File: config.mk
export PLATFORM = sky130hd
export DESIGN_NAME = pc_sequencer
export DESIGN_NICKNAME = d
export VERILOG_FILES = /design/src/rtl/pcs_pkg.sv /design/src/rtl/pcs_phase_gen.sv /design/src/rtl/pcs_next_sel.sv /design/src/rtl/pcs_stack.sv /design/src/rtl/pc_sequencer.sv
export SDC_FILE = /design/constraint.sdc
export NUM_CORES = 1
export LEC_CHECK = 0
export CAP_MARGIN = 20
export CORE_MARGIN = 4
export CORE_UTILIZATION = 45
export DETAILED_ROUTE_END_ITERATION = 16
export PLACE_DENSITY = 0.77
export SETUP_SLACK_MARGIN = 0.3
export SLEW_MARGIN = 20
export SYNTH_ARGS = -nofsm -noshare
export SYNTH_HDL_FRONTEND = slang
export SYNTH_SLANG_ARGS = --single-unit
File: constraint.sdc
create_clock -name clk -period 2.09 [get_ports clk]
set_input_delay 0.209 -clock clk [delete_from_list [all_inputs] [get_ports clk]]
set_output_delay 0.209 -clock clk [all_outputs]
set_load 0.01 [all_outputs]
File: src/rtl/pcs_pkg.sv
package pcs_pkg;
  typedef enum logic [2:0] {
    SRC_INC, SRC_SKIP, SRC_PCL, SRC_JMP, SRC_CALL, SRC_RET, SRC_VEC_EXT, SRC_VEC_TMR
  } nxt_src_e;

  localparam int VEC_RESET = 0;
  localparam int VEC_EXT   = 4;
  localparam int VEC_TMR   = 8;
  localparam int LOW_W     = 8;
endpackage

File: src/rtl/pcs_phase_gen.sv
module pcs_phase_gen #(
  parameter int NPH = 4
) (
  input  logic           clk,
  input  logic           rst,
  output logic [NPH-1:0] ph_onehot,
  output logic           cyc_end
);
  always_ff @(posedge clk) begin
    if (rst) ph_onehot <= {{(NPH-1){1'b0}}, 1'b1};
    else     ph_onehot <= {ph_onehot[NPH-2:0], ph_onehot[NPH-1]};
  end

  assign cyc_end = ph_onehot[NPH-1];

  p_phase_onehot_r2: assert property (@(posedge clk) disable iff (rst)
    $countones(ph_onehot) == 1);
  p_phase_walk_r2: assert property (@(posedge clk) disable iff (rst)
    ph_onehot[NPH-1] |=> ph_onehot[0]);
endmodule

File: src/rtl/pcs_next_sel.sv
module pcs_next_sel
  import pcs_pkg::*;
(
  input  logic     in_dummy,
  input  logic     skip_take,
  input  logic     pcl_wr,
  input  logic     jmp,
  input  logic     call,
  input  logic     ret,
  input  logic     irq_ext,
  input  logic     irq_tmr,
  input  logic     stk_full,
  output nxt_src_e src
);
  logic any_strobe;
  assign any_strobe = skip_take | pcl_wr | jmp | call | ret;

  always_comb begin
    src = SRC_INC;
    if (!in_dummy) begin
      if (ret)                   src = SRC_RET;
      else if (call)             src = SRC_CALL;
      else if (jmp)              src = SRC_JMP;
      else if (pcl_wr)           src = SRC_PCL;
      else if (skip_take)        src = SRC_SKIP;
      else if (!any_strobe && !stk_full) begin
        if (irq_ext)             src = SRC_VEC_EXT;
        else if (irq_tmr)        src = SRC_VEC_TMR;
      end
    end
  end
endmodule

File: src/rtl/pcs_stack.sv
module pcs_stack #(
  parameter int DEPTH = 2,
  parameter int W     = 11
) (
  input  logic         clk,
  input  logic         rst,
  input  logic         push,
  input  logic         pop,
  input  logic [W-1:0] din,
  output logic [W-1:0] top,
  output logic         full
);
  localparam int LVL_W = $clog2(DEPTH + 1);

  logic [W-1:0]     ent [DEPTH];
  logic [LVL_W-1:0] lvl;

  for (genvar i = 0; i < DEPTH; i++) begin : g_ent
    if (i == 0) begin : g_head
      always_ff @(posedge clk) begin
        if (rst)       ent[i] <= '0;
        else if (push) ent[i] <= din;
        else if (pop && DEPTH > 1) ent[i] <= ent[(DEPTH > 1) ? 1 : 0];
      end
    end else if (i == DEPTH - 1) begin : g_tail
      always_ff @(posedge clk) begin
        if (rst)       ent[i] <= '0;
        else if (push) ent[i] <= ent[i-1];
      end
    end else begin : g_mid
      always_ff @(posedge clk) begin
        if (rst)       ent[i] <= '0;
        else if (push) ent[i] <= ent[i-1];
        else if (pop)  ent[i] <= ent[i+1];
      end
    end
  end

  always_ff @(posedge clk) begin
    if (rst) lvl <= '0;
    else if (push && lvl != LVL_W'(DEPTH)) lvl <= lvl + 1'b1;
    else if (pop && lvl != '0)             lvl <= lvl - 1'b1;
  end

  assign top  = ent[0];
  assign full = (lvl == LVL_W'(DEPTH));

  p_level_bound_r12: assert property (@(posedge clk) disable iff (rst)
    lvl <= LVL_W'(DEPTH));
  p_push_full_stays_r12: assert property (@(posedge clk) disable iff (rst)
    (full && push) |=> full);
  p_push_lands_r7: assert property (@(posedge clk) disable iff (rst)
    push |=> top == $past(din));
endmodule

File: src/rtl/pc_sequencer.sv
module pc_sequencer
  import pcs_pkg::*;
#(
  parameter int PC_W    = 11,
  parameter int INSTR_W = 14,
  parameter int STK_D   = 2,
  parameter int NPH     = 4
) (
  input  logic               clk,
  input  logic               rst,
  input  logic [INSTR_W-1:0] instr_word,
  input  logic [7:0]         pcl_data,
  input  logic               skip_take,
  input  logic               pcl_wr,
  input  logic               jmp,
  input  logic               call,
  input  logic               ret,
  input  logic               irq_ext,
  input  logic               irq_tmr,
  output logic [PC_W-1:0]    fetch_addr,
  output logic               dummy,
  output logic [NPH-1:0]     t_phase,
  output logic               stack_full
);
  localparam int HI_W = PC_W - LOW_W;

  logic            cyc_end;
  nxt_src_e        src;
  logic [PC_W-1:0] pc_q, stk_top, tgt;
  logic            dummy_q, push, pop;

  assign tgt = instr_word[PC_W-1:0];

  pcs_phase_gen #(.NPH(NPH)) u_phase (
    .clk(clk), .rst(rst), .ph_onehot(t_phase), .cyc_end(cyc_end));

  pcs_next_sel u_sel (
    .in_dummy(dummy_q), .skip_take(skip_take), .pcl_wr(pcl_wr), .jmp(jmp),
    .call(call), .ret(ret), .irq_ext(irq_ext), .irq_tmr(irq_tmr),
    .stk_full(stack_full), .src(src));

  assign push = cyc_end && (src == SRC_CALL || src == SRC_VEC_EXT || src == SRC_VEC_TMR);
  assign pop  = cyc_end && (src == SRC_RET);

  pcs_stack #(.DEPTH(STK_D), .W(PC_W)) u_stack (
    .clk(clk), .rst(rst), .push(push), .pop(pop), .din(pc_q),
    .top(stk_top), .full(stack_full));

  always_ff @(posedge clk) begin
    if (rst) begin
      pc_q    <= PC_W'(VEC_RESET);
      dummy_q <= 1'b1;
    end else if (cyc_end) begin
      dummy_q <= (src != SRC_INC);
      case (src)
        SRC_INC, SRC_SKIP: pc_q <= pc_q + 1'b1;
        SRC_PCL:           pc_q <= {pc_q[PC_W-1 -: HI_W], pcl_data};
        SRC_JMP, SRC_CALL: pc_q <= tgt;
        SRC_RET:           pc_q <= stk_top;
        SRC_VEC_EXT:       pc_q <= PC_W'(VEC_EXT);
        default:           pc_q <= PC_W'(VEC_TMR);
      endcase
    end
  end

  assign fetch_addr = pc_q;
  assign dummy      = dummy_q;

  p_hold_midcycle_r2: assert property (@(posedge clk) disable iff (rst)
    !cyc_end |=> ($stable(pc_q) && $stable(dummy_q)));
  p_dummy_ignores_r10: assert property (@(posedge clk) disable iff (rst)
    (cyc_end && dummy_q) |=> (!dummy_q && pc_q == PC_W'($past(pc_q) + 1'b1)));
  p_jump_target_r6: assert property (@(posedge clk) disable iff (rst)
    (cyc_end && !dummy_q && jmp && !ret && !call)
      |=> (dummy_q && pc_q == $past(instr_word[PC_W-1:0])));
  p_irq_blocked_full_r11: assert property (@(posedge clk) disable iff (rst)
    (cyc_end && !dummy_q && stack_full && !skip_take && !pcl_wr && !jmp && !call && !ret)
      |=> !dummy_q);
  p_ret_marks_dummy_r8: assert property (@(posedge clk) disable iff (rst)
    (cyc_end && !dummy_q && ret) |=> dummy_q);
endmodule

Word level (Yosys, flattened, before mapping)
Memory sizes are Yosys's and may differ from the RTL's.
Index checks and enable logic that the tools add are counted.
{ "totals": {"register_bits": 18, "ramBits": 22, "input_bits": 31, "out_inout_bits": 17, "word_cells": 66, "n_memories": 1} }
{ "memory_table": {"columns": ["name", "words", "word_bits", "rd", "rd_ports_with_merged_regs", "wr", "line_no", "source"], "rows": [
  ["u_stack.ent", 2, 11, 2, 0, 2, "pcs_stack.sv:15", "logic [W-1:0] ent [DEPTH];"]
]} }
{ "op_classes": {"add_sub_neg": 3, "n_eq_ne": 9, "mux": 24, "bitwise_logic": 8, "n_reduce_logical": 16} }
{ "op_table": {"columns": ["cell", "count"], "rows": [
  ["11-bit one-hot mux with 5 select lines", 1],
  ["11-bit two-way mux", 3],
  ["3-bit two-way mux", 9],
  ["3-bit == test (second input constant)", 4],
  ["11-bit by 1-bit adder with 11-bit output (second input constant)", 1],
  ["1-bit two-way mux", 9],
  ["1-bit OR", 7],
  ["3-bit by 2-bit == test with 1-bit output (second input constant)", 2],
  ["1-bit logical AND", 5],
  ["2-bit two-way mux", 2],
  ["2-bit nonzero test", 2],
  ["2-bit OR reduction", 2],
  ["3-bit by 1-bit == test with 1-bit output (second input constant)", 1],
  ["3-bit logical NOT", 1],
  ["3-bit nonzero test", 1],
  ["2-bit by 1-bit adder with 2-bit output (second input constant)", 1],
  ["2-bit == test (second input constant)", 1],
  ["1-bit logical NOT", 2],
  ["1-bit logical OR", 2],
  ["2-bit inequality test (second input constant)", 1],
  ["2-bit AND reduction", 1],
  ["2-bit by 1-bit subtractor with 2-bit output (second input constant)", 1],
  ["1-bit inverter", 1]
]} }

Longest topological paths before layout
{ "logic_depth": {"ltp_word": 22, "ltp_mapped": 7, "depth_no_buf": 6} }

Cells and area by module
Synthesis repeated with hierarchy kept, for this count alone.
{ "hier_totals": {"hier_cells": 237, "hier_area_um2": 2332.2} }
{ "by_module_without_submodules": {"columns": ["module", "n_inst", "cells_each", "area_per_inst_um2", "seq_area_each_um2"], "rows": [
  ["pc_sequencer", 1, 142, 1091.0, 240.2],
  ["pcs_stack", 1, 75, 1046.0, 700.7],
  ["pcs_phase_gen", 1, 9, 120.1, 80.1],
  ["pcs_next_sel", 1, 11, 75.1, 0.0]
]} }

Least setup slack after synthesis
No wires, ideal clock.
{ "synth_path": {"kind": "register -> register", "startpoint": "register u_stack.lvl[0]", "endpoint": "memory u_stack.ent[1][0] (enable)", "setup_ps": 394, "t_arrival_ps": 1801, "required_ps": 1696, "path_slack_ps": -105, "stages_incl_launch_ff": 5, "path_buffers": 0, "period_less_slack_ps": 2195, "cell_sequence": "dfxtp_1 -> nand2b_2 -> a31oi_1 -> or3_4 -> o21ai_0"} }
{ "synth_lines": {"columns": ["element", "line_no", "source"], "rows": [
  ["start, declared", "pcs_stack.sv:16", "logic [LVL_W-1:0] lvl;"],
  ["start signal, assigned", "pcs_stack.sv:41", "else if (push && lvl != LVL_W'(DEPTH)) lvl <= lvl + 1'b1;"],
  ["start signal, assigned", "pcs_stack.sv:42", "else if (pop && lvl != '0) lvl <= lvl - 1'b1;"],
  ["end, declared", "pcs_stack.sv:15", null]
]} }

Final worst setup path
{ "layout_path": {"startpoint": "register u_stack.lvl[0]", "endpoint": "register pc_q[8] (netlist: fetch_addr[8])"} }
{ "layout_between": {"elab_chain_cells": 13, "word_cells_on_any_way": 22, "classes_between": "eq/ne: 7; mux: 8; bitwise: 1; reduce/logical: 6"} }
{ "layout_lines": {"columns": ["element", "line_no", "source"], "rows": [
  ["2-bit == test *", "pcs_stack.sv:46", "assign full = (lvl == LVL_W'(DEPTH));"],
  ["1-bit logical NOT *", "pcs_next_sel.sv:26", "else if (!any_strobe && !stk_full) begin"],
  ["1-bit logical AND *", "pcs_next_sel.sv:26", null],
  ["3-bit two-way mux *", "pcs_next_sel.sv:26", null],
  ["3-bit two-way mux *", "pcs_next_sel.sv:25", "else if (skip_take) src = SRC_SKIP;"],
  ["3-bit two-way mux *", "pcs_next_sel.sv:24", "else if (pcl_wr) src = SRC_PCL;"],
  ["3-bit two-way mux *", "pcs_next_sel.sv:23", "else if (jmp) src = SRC_JMP;"],
  ["3-bit two-way mux *", "pcs_next_sel.sv:22", "else if (call) src = SRC_CALL;"],
  ["3-bit two-way mux *", "pcs_next_sel.sv:21", "if (ret) src = SRC_RET;"],
  ["3-bit two-way mux *", "pcs_next_sel.sv:20", "if (!in_dummy) begin"],
  ["3-bit == test (tied with other cells)", "pc_sequencer.sv:55", "case (src)"],
  ["2-bit OR reduction / 1-bit inverter (equally long branches)", null, null],
  ["11-bit one-hot mux with 5 select lines / 2-bit AND reduction (equally long branches)", null, null],
  ["end signal, assigned", "pc_sequencer.sv:56", "SRC_INC, SRC_SKIP: pc_q <= pc_q + 1'b1;"],
  ["end signal, assigned", "pc_sequencer.sv:57", "SRC_PCL: pc_q <= {pc_q[PC_W-1 -: HI_W], pcl_data};"],
  ["end signal, assigned", "pc_sequencer.sv:58", "SRC_JMP, SRC_CALL: pc_q <= tgt;"],
  ["end, declared", "pc_sequencer.sv:29", "logic [PC_W-1:0] pc_q, stk_top, tgt;"]
]} }
Every way passes the cells marked *; elsewhere a longest branch is shown, timed or not.
A chain may end at the register's enable or synchronous reset.

==> key figures <==
Outcome
  • Status: finished, final reports clean

Floorplan
  • # IOs: 48
  • Die ar.: slightly below 0.006 mm2
  • Die height: 76.7 um
  • Chip Width: 76.7 um
  • Core Box Area: 0.00447 mm2
  • Rows: 24
  • Initial Util: 0.475

Final layout
  • Fin cells: 317
  • Layout cells sized above 1: 0.196
  • Ant. Diodes: 0
  • Syn-to-layout area delta: 35.2%
  • Final nets: roughly 300

STA
  • Fin. max-slew vios: 0
  • Unrepaired setup endpoints after global routing: true
  • Final setup vio count: 0
  • Worst-Margin Slew: 0.459 ns
  • FMAX: between 500 and 600 MHz
  • Hold Fails Final Rpt: 0
  • Part of the cycle the worst path needs: 0.838
  • Fin crit period: 1.75 ns
  • Slew headroom: 0.694
  • Min setup slack post-route: around 0.34 ns
  • Skew final: 0.00902 ns

Yosys
  • Top-area cell type share of the netlist area: 0.311
  • Area leader, netlist: edfxtp_1
  • Post-synth EDFFs: 22
  • Synth top area cells: edfxtp_1 31%, dfxtp_1 17%, a22o_1 7.4%
  • Asr flop ratio synth: 0
  • Syn Area/Cell: 10.3 um2
  • Commonest cells in the netlist: 22 x edfxtp_1, 18 x a22o_1, 18 x dfxtp_1
  • Ys Warns: 0
  • Most frequent cell after synthesis: edfxtp_1
  • #FFs+latches synth: 40
  • Post-Syn Nets: about 240
  • Post-Synthesis Cells: approximately 210
  • Cell Area, Synth: 0.00212 mm2
  • Sequential-to-total area share from yosys stat: 0.481
  • Ys flop type: edfxtp_1
  • Unique masters post-synth: 54

Placed design
  • Pre-CTS setup slack: 0.0340 ns
  • I/O Buffers: 44
  • Hpwl dp: 4300 um
  • Number of instances in the placed design: 309
  • Routability congestion estimate from global placement: 0.906

Setup path
  • FF-to-FF path depth: 7
  • Critical Path Source Type: register
  • CP endpoint kind: register
  • CP max FO: 6
  • Critical Path RT: 2.28 ns
  • Reg2reg end: fetch_addr[8]
  • Kind of critical path: reg -> reg
  • Flop2flop setup slack: ~0.34 ns
  • R2r startpoint: u_stack.lvl[0]
  • WP data arrival: 1.95 ns

Routing
  • Detail Route met2 WL: 2710 um
  • Routed vias: between 1500 and 2000
  • Remaining DRCs: 0
  • DRT met1 WL: between 2000 and 3000 um
  • Via density: 6.20
  • Met3 wire len: 507 um
  • Highest metal layer with signal wires: met4
  • Post-route antenna net violation count: 0
  • DR pass1 iterations: 5
  • Post-DR wirelength/cell: roughly 19 um
  • Post-Route WL: 5900 um
  • Iter 0 DRT Violations: 151

Worst hold path
  • WHS Path Cells: 1
  • Min-Delay Path Class: reg -> reg
  • Hold Path End: u_phase.ph_onehot[1]
  • Min-delay src: u_phase.ph_onehot[0]

Global routing
  • Largest net degree at the start of global routing: 23
  • Total GRT Usage: 0.200
  • First-pass GRT wire length: 9470 um
  • Initial antenna violation count: 0
  • Vias in the first global route: between 1500 and 2000
  • Total gr overflow: 0

Clocking
  • Hold_buf cts: 0
  • CTS tree: built
  • CTS buffer count: 5
  • Clock tree buffer depth: 2
  • Clock transition at the registers of the reported paths: 0.08 ns
  • H-tree Lvls: 2
  • CTS root buf: clkbuf_8
  • Clk_lat worst skew: roughly 0.29 ns
  • CTS Sinks: 40

Power
  • Leak: 0.00102 uW
  • Cell Pwr Density: 544 mW/mm2
  • Peak VDD IR: roughly 0.23 mV

Flow run
  • Max-cap violation count: 0
logic make-up (layout without fill, tap and decap cells):
| family | count (synthesis) | after routing | synth area share |
|---|---|---|---|
| compound gates | 71 | 71 | 0.264 |
| xor+xnor | 2 | 2 | 0.00825 |
| fa+ha+maj | 1 | 1 | 0.00589 |
| buf+inv | 24 | 83 | 0.0530 |
| flops | 40 | 40 | 0.481 |
| simple gates | 68 | 68 | 0.188 |
power breakdown:
part           switching (uW)  leakage, uW  internal [uW]
Combinational            93.7     0.000610            109
Sequential               16.5     0.000376            847
Clock                     266    0.0000388            231
placed cells by master, fill, tap and decap left out, drive strengths merged, types with 2 or more instances in the layout:
master          n
nand3           5
dfxtp          18
clkdlybuf4s50  43
nand4           3
o311ai          2
xnor2           2
o21ai           6
o31ai           3
inv            10
a22o           19
a21oi           4
a31oi           7
nor2b           6
and2           12
nor3            4
nand2           9
o21ba           2
nor2           15
or3             7
o22ai           7
a222oi          3
o221ai          2
edfxtp         22
and3            2
a22oi           8
buf            21
clkbuf          6
worst max-delay path, stage by stage, from the launching register on:
cell and delay, ns:
dfxtp_2 0.37, nand2b_2 0.16, inv_2 0.05, o311ai_2 0.32, and2_1 0.26, buf_4 0.19
o31ai_2 0.08, a22o_1 0.22
worst max path at each step:
stage	end	cells past startpoint	slack, ns	start
4_1_cts	fetch_addr[10]	6	0.32	fetch_addr[1]
6_report	fetch_addr[8]	7	0.34	u_stack.lvl[0]
5_1_grt	fetch_addr[4]	5	0.30	call
2_1_floorplan	fetch_addr[10]	6	0.30	fetch_addr[0]
3_5_place_dp	fetch_addr[4]	5	0.03	ret
3_3_place_gp	u_stack.ent[0][8]	6	-0.0004	skip_take
state kept, by name, indices dropped and copies added, names as in the netlist:
register,cells
u_phase.ph_onehot,4
dummy,1
u_stack.ent,22
u_stack.lvl,2
fetch_addr,11
routing by layer:
layer / global-route usage / vias up
met5: 0 / -
met4: 0.0707 / 0
met3: 0.0340 / 12
met2: 0.308 / 103
met1: 0.282 / 933
li1: - / 916
repair_timing:
item                                    in CTS  in global routing
endpoints found under the setup margin       1                 28
setup buffers                                0                  0
resized for setup                            3                 11
metrics by stage:
step                cell area, um2  power (uW)  hold WS, ns   util  setup TNS [ns]
floorplan                     2130         961        0.408      -               0
finish                        2870        1560        0.466  0.642               0
global route                  2870        1620        0.478  0.642               0
global placement              2740        1070        0.440  0.613        -0.00158
detailed placement            2740        1080        0.458  0.613               0
CTS                           2830        1560        0.468  0.633               0
layout make-up:
| type | instances | area, um2 |
|---|---|---|
| inverter | 10 | 37.5 |
| timing repair buffer | 65 | 626 |
| multi-input combinational | 142 | 1030 |
| fill | 370 | 1600 |
| clock inverter | 2 | 11.3 |
| tap | 52 | 65.1 |
| clock buffer | 6 | 72.6 |
| sequential | 40 | 1030 |
Note: power is estimated with default switching activity, not from simulation.
